===== config.mk =====
export PLATFORM = sky130hd
export DESIGN_NAME = intr_prio_unit
export DESIGN_NICKNAME = d
export VERILOG_FILES = /design/src/rtl/intr_pkg.sv /design/src/rtl/intr_pin_sense.sv /design/src/rtl/intr_ctl_bank.sv /design/src/rtl/intr_arbiter.sv /design/src/rtl/intr_prio_unit.sv
export SDC_FILE = /design/constraint.sdc
export NUM_CORES = 1
export LEC_CHECK = 0
export ABC_AREA = 1
export ABC_CLOCK_PERIOD_IN_PS = 26000
export BUFFER_PORTS_ARGS = -buffer_cell sky130_fd_sc_hd__buf_2
export CAP_MARGIN = 0
export CORE_MARGIN = 2
export CORE_UTILIZATION = 35
export CTS_BUF_LIST = sky130_fd_sc_hd__clkbuf_8 sky130_fd_sc_hd__clkbuf_16
export DETAILED_ROUTE_END_ITERATION = 16
export HOLD_SLACK_MARGIN = 0.1
export PLACE_DENSITY = 0.56
export SLEW_MARGIN = 20
export SYNTH_ARGS = -nofsm -noshare
export SYNTH_HDL_FRONTEND = slang
export SYNTH_SLANG_ARGS = --single-unit

===== constraint.sdc =====
create_clock -name clk -period 26 [get_ports clk]
set_input_delay 3.9 -clock clk [delete_from_list [all_inputs] [get_ports clk]]
set_output_delay 3.9 -clock clk [all_outputs]
set_load 0.01 [all_outputs]

===== src/rtl/intr_pkg.sv =====
package intr_pkg;
  localparam int PRIO_W = 3;
  localparam int DATA_W = 8;

  typedef struct packed {
    logic              mode;   // 1 = level sensing (external only)
    logic              pol;    // sense polarity (external only)
    logic              flag;   // stored request
    logic [PRIO_W-1:0] prio;   // 0 = disabled
  } ctl_t;
endpackage


===== src/rtl/intr_pin_sense.sv =====
module intr_pin_sense #(
  parameter int N_EXT = 3
) (
  input  logic             clk,
  input  logic             rst_n,
  input  logic [N_EXT-1:0] pin,
  input  logic [N_EXT-1:0] pol,
  output logic [N_EXT-1:0] edge_hit,
  output logic [N_EXT-1:0] lvl_hit
);
  logic [N_EXT-1:0] meta_q, sync_q, last_q;

  always_ff @(posedge clk or negedge rst_n) begin
    if (!rst_n) begin
      meta_q <= '0;
      sync_q <= '0;
      last_q <= '0;
    end else begin
      meta_q <= pin;
      sync_q <= meta_q;
      last_q <= sync_q;
    end
  end

  for (genvar j = 0; j < N_EXT; j++) begin : g_pin
    // polarity 0: falling edge / high level; polarity 1: rising edge / low level
    assign edge_hit[j] = pol[j] ? (~last_q[j] & sync_q[j]) : (last_q[j] & ~sync_q[j]);
    assign lvl_hit[j]  = pol[j] ? ~sync_q[j] : sync_q[j];
  end
endmodule


===== src/rtl/intr_ctl_bank.sv =====
module intr_ctl_bank
  import intr_pkg::*;
#(
  parameter int          N_INT     = 13,
  parameter int          N_EXT     = 3,
  parameter int          ADDR_W    = 8,
  parameter int unsigned BASE_ADDR = 'h70,
  localparam int         N_SRC     = N_INT + N_EXT,
  localparam int         IDX_W     = $clog2(N_SRC)
) (
  input  logic                    clk,
  input  logic                    rst_n,
  input  logic                    bus_we,
  input  logic [ADDR_W-1:0]       bus_addr,
  input  logic [DATA_W-1:0]       bus_wdata,
  output logic [DATA_W-1:0]       bus_rdata,
  input  logic [N_INT-1:0]        int_event,
  input  logic [N_EXT-1:0]        ext_edge,
  input  logic [N_EXT-1:0]        ext_lvl,
  input  logic                    ack_valid,
  input  logic [IDX_W-1:0]        ack_idx,
  output logic [N_EXT-1:0]        ext_pol,
  output logic [N_SRC-1:0]        src_flag,
  output logic [N_SRC-1:0]        src_pend,
  output logic [N_SRC*PRIO_W-1:0] src_prio
);
  ctl_t ctl_q [N_SRC];
  ctl_t ctl_d [N_SRC];

  logic [ADDR_W-1:0] off;
  logic              in_rng;
  logic [IDX_W-1:0]  sel;

  assign off    = bus_addr - ADDR_W'(BASE_ADDR);
  assign in_rng = (bus_addr >= ADDR_W'(BASE_ADDR)) && (off < ADDR_W'(N_SRC));
  assign sel    = off[IDX_W-1:0];

  for (genvar i = 0; i < N_SRC; i++) begin : g_src
    logic hit_wr, hit_ack, hw_set, is_lvl;

    if (i < N_INT) begin : g_int
      assign hw_set = int_event[i];
      assign is_lvl = 1'b0;
      assign src_pend[i] = ctl_q[i].flag;
    end else begin : g_ext
      assign is_lvl = ctl_q[i].mode;
      assign hw_set = ext_edge[i-N_INT] & ~ctl_q[i].mode;
      assign src_pend[i] = ctl_q[i].mode ? ext_lvl[i-N_INT] : ctl_q[i].flag;
      assign ext_pol[i-N_INT] = ctl_q[i].pol;
    end

    assign hit_wr  = bus_we && in_rng && (sel == IDX_W'(i));
    assign hit_ack = ack_valid && (ack_idx == IDX_W'(i)) && !is_lvl;

    always_comb begin
      ctl_d[i] = ctl_q[i];
      if (hit_wr) begin
        ctl_d[i].prio = bus_wdata[PRIO_W-1:0];
        ctl_d[i].flag = bus_wdata[3];
        if (i >= N_INT) begin
          ctl_d[i].pol  = bus_wdata[4];
          ctl_d[i].mode = bus_wdata[5];
        end
      end
      if (hit_ack) ctl_d[i].flag = 1'b0;
      if (hw_set)  ctl_d[i].flag = 1'b1;   // hardware set has the last word
    end

    always_ff @(posedge clk or negedge rst_n) begin
      if (!rst_n) ctl_q[i] <= '0;
      else        ctl_q[i] <= ctl_d[i];
    end

    assign src_flag[i] = ctl_q[i].flag;
    assign src_prio[i*PRIO_W +: PRIO_W] = ctl_q[i].prio;
  end

  always_comb begin
    bus_rdata = '0;
    for (int i = 0; i < N_SRC; i++) begin
      if (in_rng && sel == IDX_W'(i)) bus_rdata = DATA_W'(ctl_q[i]);
    end
  end
endmodule


===== src/rtl/intr_arbiter.sv =====
module intr_arbiter
  import intr_pkg::*;
#(
  parameter int  N_SRC = 16,
  localparam int IDX_W = $clog2(N_SRC)
) (
  input  logic [N_SRC-1:0]        pend,
  input  logic [N_SRC*PRIO_W-1:0] prio,
  output logic                    valid,
  output logic [IDX_W-1:0]        idx,
  output logic [PRIO_W-1:0]       level
);
  always_comb begin
    idx   = '0;
    level = '0;
    // strict greater-than keeps the lowest index on a tie
    for (int i = 0; i < N_SRC; i++) begin
      if (pend[i] && prio[i*PRIO_W +: PRIO_W] > level) begin
        level = prio[i*PRIO_W +: PRIO_W];
        idx   = IDX_W'(i);
      end
    end
  end
  assign valid = (level != '0);
endmodule


===== src/rtl/intr_prio_unit.sv =====
module intr_prio_unit
  import intr_pkg::*;
#(
  parameter int          N_INT     = 13,
  parameter int          N_EXT     = 3,
  parameter int          ADDR_W    = 8,
  parameter int unsigned BASE_ADDR = 'h70,
  localparam int         N_SRC     = N_INT + N_EXT,
  localparam int         IDX_W     = $clog2(N_SRC)
) (
  input  logic              clk,
  input  logic              rst_n,
  input  logic              bus_we,
  input  logic [ADDR_W-1:0] bus_addr,
  input  logic [DATA_W-1:0] bus_wdata,
  output logic [DATA_W-1:0] bus_rdata,
  input  logic [N_INT-1:0]  int_event,
  input  logic [N_EXT-1:0]  ext_pin,
  input  logic              ack_valid,
  input  logic [IDX_W-1:0]  ack_idx,
  output logic              irq_valid,
  output logic [IDX_W-1:0]  irq_idx,
  output logic [PRIO_W-1:0] irq_level
);
  logic [N_EXT-1:0]        ext_pol, ext_edge, ext_lvl;
  logic [N_SRC-1:0]        src_flag, src_pend;
  logic [N_SRC*PRIO_W-1:0] src_prio;

  intr_pin_sense #(.N_EXT(N_EXT)) u_sense (
    .clk(clk), .rst_n(rst_n), .pin(ext_pin), .pol(ext_pol),
    .edge_hit(ext_edge), .lvl_hit(ext_lvl)
  );

  intr_ctl_bank #(
    .N_INT(N_INT), .N_EXT(N_EXT), .ADDR_W(ADDR_W), .BASE_ADDR(BASE_ADDR)
  ) u_bank (
    .clk(clk), .rst_n(rst_n), .bus_we(bus_we), .bus_addr(bus_addr),
    .bus_wdata(bus_wdata), .bus_rdata(bus_rdata), .int_event(int_event),
    .ext_edge(ext_edge), .ext_lvl(ext_lvl), .ack_valid(ack_valid),
    .ack_idx(ack_idx), .ext_pol(ext_pol), .src_flag(src_flag),
    .src_pend(src_pend), .src_prio(src_prio)
  );

  intr_arbiter #(.N_SRC(N_SRC)) u_arb (
    .pend(src_pend), .prio(src_prio),
    .valid(irq_valid), .idx(irq_idx), .level(irq_level)
  );
endmodule


==> results of run 1 <==
-- where the power goes --
part	leakage [nW]	internal [W]	switching [W]
logic	2.15	0.000158	0.000253
clock network	0.173	0.0000943	0.0000519
registers	0.894	0.000129	0.00000502
-- area by class of cell --
class	instances	area share [%]
multi-input cells	573	47.5
clock inverters	3	0.987
repair buffers	52	4.10
clock buffers	13	4.34
well taps	216	4.18
flip-flops and latches	79	30.6
inverters	143	8.31
-- cell usage in the layout, fill, tap and decap left out, types with 4 or more instances in the layout --
cell type and n:
o221ai_1 5, nand2_1 161, buf_2 50, nand3_1 32, ha_1 20, nand2_2 24
o211ai_1 4, o2111ai_1 5, inv_1 140, dfrtp_1 79, nor3_1 16, a21oi_1 43
nor2_1 74, nand3_2 14, nand2_4 14, or2_2 11, o21bai_1 10, clkbuf_16 9
o21ai_0 100, clkbuf_8 4, o22ai_1 14
-- state kept, by name, summed over array words and instances, names as in the netlist --
name and count:
u_bank.ext_pol 3, u_bank.g_src.is_lvl 3, u_bank.src_flag 16, u_bank.src_prio 48, u_sense.last_q 3, u_sense.meta_q 3, u_sense.sync_q 3
-- logic make-up after synthesis --
family / synth area share, %
other: 0.0666
buffers and inverters: 10.4
AOI/OAI and AO/OA: 19.9
DFF: 35.1
adders and majority gates: 4.45
and+or+nand+nor: 30.1
-- worst max path at each step --
stage	from	endpoint	slack (ps)	cells after the start
after global routing	u_bank.src_prio[2]$_DFFE_PN0P_	irq_valid	2260	108
final	u_bank.src_prio[2]$_DFFE_PN0P_	irq_valid	3790	109
after detailed placement	u_bank.src_prio[2]$_DFFE_PN0P_	irq_valid	4200	110
after CTS	u_bank.src_prio[2]$_DFFE_PN0P_	irq_valid	3790	110
after global placement	u_bank.src_prio[2]$_DFFE_PN0P_	irq_valid	4250	110
after floorplan	u_bank.src_prio[2]$_DFFE_PN0P_	irq_valid	6380	108
-- worst max-delay path: cells and delay by family, from the launching register on --
kind / cells / cell delay (ps)
adders and majority gates: 15 / 4280
and+or+nand+nor: 55 / 6740
DFF: 1 / 400
AOI/OAI and AO/OA: 27 / 5550
buffers and inverters: 12 / 960
-- per-layer routing --
layer	track usage (%)	vias up	share of wire, %
met1	29.8	2395	49
met2	32.5	115	44
met5	0	-	0
li1	-	2720	-
met4	5.88	0	1.8
met3	3.99	19	4.8
-- through the flow --
stage          power [W]  utilization, %  hold WS, ps  area, um2
2_1_floorplan   0.000453               -          331       5630
3_3_place_gp    0.000542            38.7          334       6120
3_5_place_dp    0.000547            38.7          344       6120
4_1_cts         0.000696            40.8          349       6460
5_1_grt         0.000762            40.8          351       6460
6_report        0.000691            40.8          347       6460
==> flow_metrics.env, run 1 <==
export IMPL_syn_area_per_cell_um2=6.99
export IMPL_start_kind="register"
export IMPL_holdCritStartpoint="u_sense.meta_q[2]$_DFF_PN0_"
export IMPL_cts_sinks=79
export IMPL_setup_viol=0
export IMPL_port_buffer_count=51
export IMPL_synth_commonest_cells="161 x nand2_1, 139 x inv_1, 100 x o21ai_0"
export IMPL_rsz0062_at_grt="false"
export IMPL_dr_pass1_iters=5
export IMPL_pin_count=56
export IMPL_cp_arrival_ps=18310
export IMPL_yosysSeqAreaShare_pct=35.1
export IMPL_antenna_found_initial=0
export IMPL_die_y_um=131
export IMPL_leakage_nw=3.22
export IMPL_post_drt_wl_per_cell_um=15.6
export IMPL_place_congestion=0.871
export IMPL_status="finished, final reports clean"
export IMPL_fin_cells=1079
export IMPL_die_w_um=131
export IMPL_powerDensity_nw_per_um2=107
export IMPL_yosys_area_top_type="dfrtp_1"
export IMPL_timing_rr_start="u_bank.ext_pol[2]$_DFFE_PN0P_"
export IMPL_yosys_top_cells_area="dfrtp_1 35%, nand2_1 11%, inv_1 9.3%, o21ai_0 8.9%, nor2_1 4.9%"
export IMPL_grt_ovfl_total=0
export IMPL_grt_max_degree=61
export IMPL_cts_resized_gates=0
export IMPL_place_inst=1063
export IMPL_cts_root_buffer="clkbuf_16"
export IMPL_slew_limit_headroom_pct=45.4
export IMPL_min_to="u_sense.sync_q[2]$_DFF_PN0_"
export IMPL_layout_drive_gt1_share_pct=15.8
export IMPL_multi_input_area_um2=3070
export IMPL_cp_slowest_cell="dfrtp_1"
export IMPL_fin_crit_sh_pct=85.4
export IMPL_synth_edf_count=0
export IMPL_clk_pin_slew_worst_paths_ps=60
export IMPL_initial_core_util_pct=35.6
export IMPL_cts_buffer_depth=2
export IMPL_max_stage_delay_ps=400
export IMPL_fp_row_count=46
export IMPL_dp_hpwl_mm=13.0
export IMPL_cts_setup_buffers=0
export IMPL_fillerInstances=1683
export IMPL_crit_type="reg2out"
export IMPL_ys_flop_type="dfrtp_1"
export IMPL_syn_area_um2=5630
export IMPL_n_antenna_cell=0
export IMPL_ys_ff_latch=79
export IMPL_path_max_fanout=7
export IMPL_register_area_um2=1980
export IMPL_syn_to_final_growth_pct=14.8
export IMPL_yosys_area_top_type_share_pct=35.1
export IMPL_cp_data_required_time_ps=22100
export IMPL_max_vdd_ir_drop_uv=56.6
export IMPL_tns_ps=0
export IMPL_hold_path_class="reg2reg"
export IMPL_nets=918
export IMPL_cp_end_kind="output pin"
export IMPL_post_route_min_period_ps=22210
export IMPL_drc=0
export IMPL_htreeDepth=3
export IMPL_slew_violations=0
export IMPL_grt_pass1_wl_mm=27.0
export IMPL_grt_pass1_vias=5040
export IMPL_yosysWarnings=0
export IMPL_holdPathStages=0
export IMPL_track_usage_pct=20.9
export IMPL_ys_types=39
export IMPL_vias_per_cell=4.86
export IMPL_core_um2=15800
export IMPL_rrSetupSlack_ps=24930
export IMPL_hold_viol=0
export IMPL_syn_inst=805
export IMPL_finalClockSkew_ps=8.91
export IMPL_critPathMostFrequentCell="nand2_2"
export IMPL_vias=5249
export IMPL_detail_route_antenna_nets=0
export IMPL_fmax_ghz=0.0450
export IMPL_ys_async_sr_fraction_pct=100
export IMPL_clk_insertion_delay_late_ps=350
export IMPL_drv_cap=0
export IMPL_pre_cts_slack_ps=4200
export IMPL_initialDrtViolationCount=386
export IMPL_worst_pin_slew_ps=819
export IMPL_hold_buffers=0
export IMPL_r2r_end="u_bank.src_flag[15]$_DFFE_PN0P_"
export IMPL_ff2ff_path_depth=3
export IMPL_cts_buffers=9
export IMPL_finalWorstSetupSlack_ps=3790
export IMPL_synth_most_common_cell="nand2_1"
export IMPL_dieArea_um2=17100
export IMPL_routed_wirelength_mm=16.8
export IMPL_cts_tree="built"
No activity file was read; power rests on OpenSTA's default activity.
==> run 2: changes to the inputs <==
--- a/config.mk
+++ b/config.mk
@@ -6,7 +6,7 @@
 export NUM_CORES = 1
 export LEC_CHECK = 0
 export ABC_AREA = 1
-export ABC_CLOCK_PERIOD_IN_PS = 26000
+export ABC_CLOCK_PERIOD_IN_PS = 27500
 export BUFFER_PORTS_ARGS = -buffer_cell sky130_fd_sc_hd__buf_2
 export CAP_MARGIN = 0
 export CORE_MARGIN = 2
==> constraint.sdc (replaced) <==
create_clock -name clk -period 27.5 [get_ports clk]
set_input_delay 4.125 -clock clk [delete_from_list [all_inputs] [get_ports clk]]
set_output_delay 4.125 -clock clk [all_outputs]
set_load 0.01 [all_outputs]
==> run 2 against run 1 <==
Compared with the run above:
- wire length rose by 0.24%
- combinational power fell by 5.9%
- core utilization fell by 0.21 points
- largest power group unchanged
- hold slack got worse by 2.5 ps
- flip-flop and latch count did not move
- clock power fell by 13%
- sequential share of layout area rose by 0.16 points
- non-clock buffer count did not move
- critical path depth rose by 1
==> flow_metrics.env, run 2 (synthesis gave the netlist of run 1 again) <==
export IMPL_groute_layer_met1_usage_pct=28.6
export IMPL_start_kind="register"
export IMPL_cts_tree="built"
export IMPL_routed_wirelength_mm=16.9
export IMPL_clk_pin_slew_worst_paths_ps=60
export IMPL_track_usage_pct=20.8
export IMPL_grtUsageMet3_pct=4.28
export IMPL_grt_use_met2_pct=33.1
export IMPL_die_y_um=131
export IMPL_grt_pass1_wl_mm=26.8
export IMPL_max_vdd_ir_drop_uv=47.7
export IMPL_place_inst=1063
export IMPL_final_common_cell="nand2_1"
export IMPL_slew_limit_headroom_pct=46.1
export IMPL_largest_reg_flops=48
export IMPL_syn_to_final_growth_pct=14.2
export IMPL_min_to="u_sense.sync_q[2]$_DFF_PN0_"
export IMPL_tns_ps=0
export IMPL_critPathMostFrequentCell="nand2_2"
export IMPL_cts_root_buffer="clkbuf_16"
export IMPL_cp_arrival_ps=18290
export IMPL_cts_setup_buffers=0
export IMPL_vias=5338
export IMPL_dr_pass1_iters=5
export IMPL_cts_buffers=9
export IMPL_clk_insertion_delay_late_ps=350
export IMPL_hold_path_class="reg2reg"
export IMPL_max_stage_delay_ps=410
export IMPL_n_antenna_cell=0
export IMPL_cp_end_kind="output pin"
export IMPL_status="finished, final reports clean"
export IMPL_place_congestion=0.865
export IMPL_grt_ovfl_total=0
export IMPL_nets=918
export IMPL_cp_slowest_cell="dfrtp_1"
export IMPL_fp_row_count=46
export IMPL_layout_drive_gt1_share_pct=15.8
export IMPL_drc=0
export IMPL_pin_count=56
export IMPL_hold_buffers=0
export IMPL_initial_core_util_pct=35.6
export IMPL_p_seq_share_pct=19.9
export IMPL_timing_rr_start="u_bank.ext_pol[2]$_DFFE_PN0P_"
export IMPL_layout_common_cells="161 x nand2_1, 140 x inv_1, 100 x o21ai_0"
export IMPL_grt_pass1_vias=5046
export IMPL_initialDrtViolationCount=442
export IMPL_setup_viol=0
export IMPL_post_route_min_period_ps=22410
export IMPL_worst_pin_slew_ps=808
export IMPL_slew_violations=0
export IMPL_final_cell_area_um2=6430
export IMPL_core_um2=15800
export IMPL_crit_type="reg2out"
export IMPL_holdPathStages=0
export IMPL_detail_route_antenna_nets=0
export IMPL_powerDensity_nw_per_um2=99.5
export IMPL_cts_resized_gates=0
export IMPL_rsz0062_at_grt="false"
export IMPL_fin_cells=1079
export IMPL_cts_sinks=79
export IMPL_leakage_nw=3.21
export IMPL_p_sw_share_pct=45.6
export IMPL_grt_busiest_layer="met2"
export IMPL_cts_buffer_depth=2
export IMPL_dp_hpwl_mm=12.9
export IMPL_r2r_end="u_bank.src_flag[15]$_DFFE_PN0P_"
export IMPL_rrSetupSlack_ps=26400
export IMPL_grt_max_degree=61
export IMPL_drv_cap=0
export IMPL_dieArea_um2=17100
export IMPL_post_drt_wl_per_cell_um=15.6
export IMPL_p_int_w=0.000348
export IMPL_htreeDepth=3
export IMPL_antenna_found_initial=0
export IMPL_die_w_um=131
export IMPL_fin_crit_sh_pct=81.5
export IMPL_holdCritStartpoint="u_sense.meta_q[2]$_DFF_PN0_"
export IMPL_p_clk_share_pct=19.8
export IMPL_ff2ff_path_depth=3
export IMPL_finalClockSkew_ps=10.9
export IMPL_port_buffer_count=51
export IMPL_cp_data_required_time_ps=23370
export IMPL_vias_per_cell=4.95
export IMPL_fmax_ghz=0.0446
export IMPL_postPlaceCellArea_um2=6120
export IMPL_switching_power_w=0.000291
export IMPL_path_max_fanout=7
export IMPL_p_comb_share_pct=60.3
export IMPL_hold_viol=0
## run 2: changes by cell type in the layout (fill, tap and decap cells not counted)
cell,previous run,this run
bufinv_16,2,1
clkinv_2,0,2
clkbuf_8,4,3
## run 2: how the worst max path moves through the flow
stage / slack, ps / to / cells past startpoint / from
4_1_cts: 5090 / irq_valid / 110 / u_bank.src_prio[2]$_DFFE_PN0P_
6_report: 5090 / irq_valid / 110 / u_bank.src_prio[2]$_DFFE_PN0P_
2_1_floorplan: 7660 / irq_valid / 108 / u_bank.src_prio[2]$_DFFE_PN0P_
3_3_place_gp: 5510 / irq_valid / 110 / u_bank.src_prio[2]$_DFFE_PN0P_
3_5_place_dp: 5510 / irq_valid / 110 / u_bank.src_prio[2]$_DFFE_PN0P_
5_1_grt: 3540 / irq_valid / 110 / u_bank.src_prio[2]$_DFFE_PN0P_
## run 2: final cells by class
cell class	instances	area, um2
multi-input combinational	573	3070
sequential	79	1980
clock inverter	4	43.8
tap	216	270
timing repair buffer	52	265
fill	1683	9400
inverter	143	537
clock buffer	12	267
## run 2: per-stage QoR
step                total power (W)  hold WS (ps)  utilization, %  setup WS (ps)
finish                     0.000640           345            40.6           5090
detailed placement         0.000517           344            38.7           5510
floorplan                  0.000429           331               -           7660
CTS                        0.000645           348            40.6           5090
global placement           0.000513           334            38.7           5510
global route               0.000708           362            40.6           3540
## run 2: worst max-delay path: cells and delay by family, from the launching register on
family | cells | cell delay (ps)
and+or+nand+nor | 55 | 6770
AOI/OAI and AO/OA | 27 | 5430
DFF | 1 | 410
adders and majority gates | 15 | 4260
buffers and inverters | 13 | 1020
## run 2: layer usage
layer | routed length (um) | vias up
li1 | - | 2729
met1 | 8230 | 2446
met2 | 7440 | 138
met3 | 854 | 25
met4 | 352 | 0
met5 | 0 | -
## run 2: power by group through the flow
stage	clock, W	sequential [W]	combinational (W)
global route	0.000134	0.000128	0.000447
CTS	0.000129	0.000127	0.000389
detailed placement	0	0.000129	0.000388
finish	0.000127	0.000127	0.000386
global placement	0	0.000129	0.000385
floorplan	0	0.000128	0.000301
